`src/rtl/vid_crc_sig.sv`:
```
module vid_crc_sig #(
  parameter int DW = 24,
  parameter logic [31:0] POLY32 = 32'h04C11DB7,
  parameter logic [23:0] POLY24 = 24'h864CFB
) (
  input  logic          pclk,
  input  logic          rst_n,
  input  logic [DW-1:0] pix_data,
  input  logic          pix_de,
  input  logic          vsync,
  input  logic          ctl_en,
  input  logic          ctl_free,
  input  logic          mode32,
  output logic [31:0]   sig_out,
  output logic          sig_valid,
  output logic [31:0]   stat_word
);
  typedef enum logic [1:0] {S_IDLE, S_ARM, S_RUN, S_DONE} st_t;

  st_t         st;
  logic        vs_q;
  logic [31:0] sig;
  logic        vfall;
  logic [31:0] seed;

  assign vfall     = vs_q & ~vsync;
  assign seed      = mode32 ? 32'h0 : 32'h1;
  assign sig_out   = sig;
  assign sig_valid = (st == S_DONE);
  assign stat_word = {29'b0, sig_valid, ctl_free, ctl_en};

  function automatic logic [31:0] crc_step(input logic [31:0] c, input logic [DW-1:0] d,
                                           input logic m32);
    logic [31:0] r;
    logic        fb;
    r = c;
    for (int i = DW - 1; i >= 0; i--) begin
      fb = (m32 ? r[31] : r[23]) ^ d[i];
      r  = r << 1;
      if (!m32) r[31:24] = 8'h0;
      if (fb) r = r ^ (m32 ? POLY32 : {8'h0, POLY24});
    end
    return r;
  endfunction

  always_ff @(posedge pclk or negedge rst_n) begin
    if (!rst_n) vs_q <= 1'b0;
    else        vs_q <= vsync;
  end

  always_ff @(posedge pclk or negedge rst_n) begin
    if (!rst_n) begin
      st  <= S_IDLE;
      sig <= 32'h1;
    end else if (!ctl_en) begin
      st  <= S_IDLE;
      sig <= seed;
    end else begin
      case (st)
        S_IDLE: st <= S_ARM;
        S_ARM:  if (vfall) st <= S_RUN;
        S_RUN: begin
          if (vfall) begin
            if (!ctl_free) st <= S_DONE;
          end else if (pix_de) begin
            sig <= crc_step(sig, pix_data, mode32);
          end
        end
        default: ;
      endcase
    end
  end

  a_r2_seed_when_off: assert property (@(posedge pclk) disable iff (!rst_n)
    !ctl_en |=> (sig_out == ($past(mode32) ? 32'h0 : 32'h1)) && !sig_valid);

  a_r5_valid_on_edge: assert property (@(posedge pclk) disable iff (!rst_n)
    $rose(sig_valid) |-> $past(vfall) && !$past(ctl_free));

  a_r3_no_update_armed: assert property (@(posedge pclk) disable iff (!rst_n)
    (st == S_ARM && ctl_en) |=> $stable(sig_out));

  a_r8_hold_after_valid: assert property (@(posedge pclk) disable iff (!rst_n)
    (sig_valid && ctl_en) |=> sig_valid && $stable(sig_out));

  a_r6_free_no_valid: assert property (@(posedge pclk) disable iff (!rst_n)
    (st == S_RUN && ctl_free) |=> !sig_valid);
endmodule

```
`config.mk`:
```
export PLATFORM = sky130hd
export DESIGN_NAME = vid_crc_sig
export DESIGN_NICKNAME = d
export VERILOG_FILES = /design/src/rtl/vid_crc_sig.sv
export SDC_FILE = /design/constraint.sdc
export NUM_CORES = 1
export LEC_CHECK = 0
export ABC_AREA = 1
export BUFFER_PORTS_ARGS = -buffer_cell sky130_fd_sc_hd__buf_4
export CAP_MARGIN = 5
export CORE_ASPECT_RATIO = 1.5
export CORE_UTILIZATION = 50
export DETAILED_ROUTE_END_ITERATION = 8
export PLACE_DENSITY_LB_ADDON = 0.3
export SLEW_MARGIN = 15
export SYNTH_ARGS = -nofsm -noshare
export SYNTH_HDL_FRONTEND = slang
export SYNTH_SLANG_ARGS = --single-unit
```
`constraint.sdc`:
```
create_clock -name pclk -period 13 [get_ports pclk]
set_clock_uncertainty 0.15 [all_clocks]
set_input_delay 0.65 -clock pclk [delete_from_list [all_inputs] [get_ports pclk]]
set_output_delay 0.65 -clock pclk [all_outputs]
set_load 0.05 [all_outputs]
```
==> key figures <==
Status
  – Status: complete, no violations

Hold path
  – Hold WC Path Type: in2async

Floorplanning
  – Ports: between 90 and 100
  – Die width: between 100 and 150 um
  – Starting Density: around 52%
  – Die height: between 150 and 200 um
  – Die area: 16700 sq um
  – Placeable Area: about 16000 sq um
  – Number of core rows: 56

Layout
  – # diodes: 0
  – Most frequent cells in the layout: nand2_1 (372), xor2_1 (177), nand3_1 (129)
  – # fillers: 1664
  – Footprint of the multi-input gates: 6310 sq um
  – Non-filler cells, final: 1506
  – Commonest non-fill, non-tap cell in the layout: nand2_1
  – Share of layout cells above drive strength 1: between 10% and 20%
  – Final core area utilization: between 50% and 60%
  – Synth-to-layout area growth: 7.08%
  – Final net count: between 1000 and 1500
  – Reg area: approximately 880 sq um

Logic synthesis
  – Synth cell types: 37
  – Post-Synthesis Cells: between 1000 and 1500
  – Yosys reg bits: 35
  – Synth Flop Type: dfrtp_1
  – Yosys warnings: 0
  – Ys async rst share: between 90% and 100%
  – Mean Syn Cell Area: around 6.4 sq um
  – Synthesized area: 8090 sq um
  – Post-synthesis sequential area ratio: 10.8%
  – Number of synthesized flops with an enable pin: 0

STA
  – Slew Limit Fails: 0
  – Period utilisation layout: a little under 90%
  – Normalized max-slew margin: 41.8%
  – FMAX: about 86 MHz
  – Slew of the pin with the lowest slew margin: 0.873 ns
  – Setup violations, final: 0
  – Count of final hold-check violations: 0
  – Min Hold Slack: 0.175 ns
  – Final period demand of the worst path: 11.64 ns
  – RSZ-0062 raised after global routing: no

GRT
  – Global-route wire length before repair: 36800 um
  – Vias in the first global route: 7267
  – Largest net degree at the start of global routing: 72
  – Initial antenna violation count: 0
  – GRT Resource Usage Total: 27.8%
  – GRT overflow: 0

Place
  – Post-DP HPWL: about 19000 um
  – Placed cells: approximately 1500
  – PortBufs: 66
  – Routability Congestion: 0.952

Critical path
  – Worst EP arrival: between 10 and 15 ns
  – Crit-path max cell delay: 0.18 ns
  – Worst Setup Start Kind: input pin
  – Crit path launch: mode32
  – Most common cell on crit path: nand3_1
  – Setup CP Type: in2reg
  – Worst-path fanout max: 24
  – Worst EP required: ~13 ns
  – Crit-path slowest cell: nand2_4
  – CP Capture Type: register
  – Crit Reg-Reg Startpoint: sig_out[31]

Clock tree
  – CTS tree: yes
  – CTS Buffer Depth: 2
  – Hold buffer count at CTS: 0
  – Num CTS Buffers: 5
  – CTS sink count: 35
  – H-tree depth: 2
  – Clock Pin Slew Worst Setup and Hold Paths: 0.05 ns
  – CTS root buf: clkbuf_16
  – Clk_lat worst skew: 0.28 ns

Routing
  – Initial drt markers: 368
  – Routed Antenna Nets: 0
  – Total Wirelength: 23300 um
  – Vias post-DR: between 7000 and 8000
  – Vias/cell: about 5.2
  – 1st-pass router iterations: 5
  – Routed len/inst: 15.4 um
  – DRC: 0

Run
  – Max Cap Viol: 0
[final cells by class]
class / count / share of cell area [%]
Multi-Input combinational cell: 1054 / 72.8
Sequential cell: 35 / 10.1
Timing Repair Buffer: 80 / 6.93
Inverter: 126 / 5.55
Tap cell: 203 / 2.93
Clock buffer: 7 / 1.53
Clock inverter: 1 / 0.0867
[metrics by stage]
step / setup TNS [ns] / setup slack, ns / instance area, sq um
2_1_floorplan: 0 / 3.08 / 8200
3_3_place_gp: 0 / 0.207 / 8380
3_5_place_dp: -0.113 / -0.0475 / 8380
4_1_cts: 0 / 0.211 / 8520
5_1_grt: 0 / 0.0166 / 8660
6_report: 0 / 1.36 / 8660
[worst max-delay path, delay by kind of cell]
family          cells  cell delay, ns
buf+inv             9            0.95
compound gates      1            0.17
simple gates       92            9.84
[registers in the layout (all words and copies together) (netlist names)]
signal and count:
sig_out 32, st 2, vs_q 1
[per-layer routing]
| metal | global-route usage [%] | up-vias | part of all wire [%] | wire (um) |
|---|---|---|---|---|
| met5 | 0 | - | 0 | 0 |
| met4 | 18.5 | 0 | 7.0 | 1640 |
| met3 | 2.14 | 76 | 4.3 | 998 |
| met2 | 49.2 | 239 | 49 | 11500 |
| met1 | 32.0 | 3567 | 39 | 9140 |
| li1 | - | 3962 | - | - |
[final timing paths]
check                              end  slack, ns  cells past startpoint
setup / recovery           sig_out[23]       1.36                    102
hold / removal              sig_out[7]       0.17                      1
setup reg to reg           sig_out[23]       1.40                    100
hold reg to reg            sig_out[12]       0.38                      2
max in group asynchronous   sig_out[0]      12.18                      1
min in group pclk                 vs_q       0.34                      1
[logic make-up after synthesis]
| family | count (synthesis) | synth area share (%) |
|---|---|---|
| compound gates | 89 | 6.17 |
| xor+xnor | 255 | 27.6 |
| fa+ha+maj | 4 | 0.619 |
| buf+inv | 197 | 13.7 |
| flops | 35 | 10.8 |
| mux | 4 | 0.541 |
| other cells | 1 | 0.0464 |
| simple gates | 672 | 40.5 |
[synth_stat cells, types with 3 or more instances]
master	number	area share, %
buf_6	26	3.6
nand3_4	10	2.2
mux2_2	3	0.42
o21ai_2	3	0.32
nand2_4	12	1.7
a21oi_1	19	1.2
o22ai_1	4	0.31
inv_2	12	0.56
inv_1	112	5.2
nand3_2	35	4.3
ha_1	4	0.62
o21ai_1	10	0.62
nor2_1	50	2.3
nand2_1	377	17
o21ai_0	47	2.9
xnor2_1	77	8.3
xor2_1	178	19
nand2_2	46	3.6
dfrtp_1	34	11
nand3_1	134	8.3
buf_4	40	3.7
[repair_timing]
item | CTS | global route
endpoints found under the setup margin | 0 | 27
buffers inserted | 0 | 5
gates resized for setup | 0 | 23
Power is not shown: default switching activity piles up to over one toggle a cycle in this logic, so the estimate is an artifact.
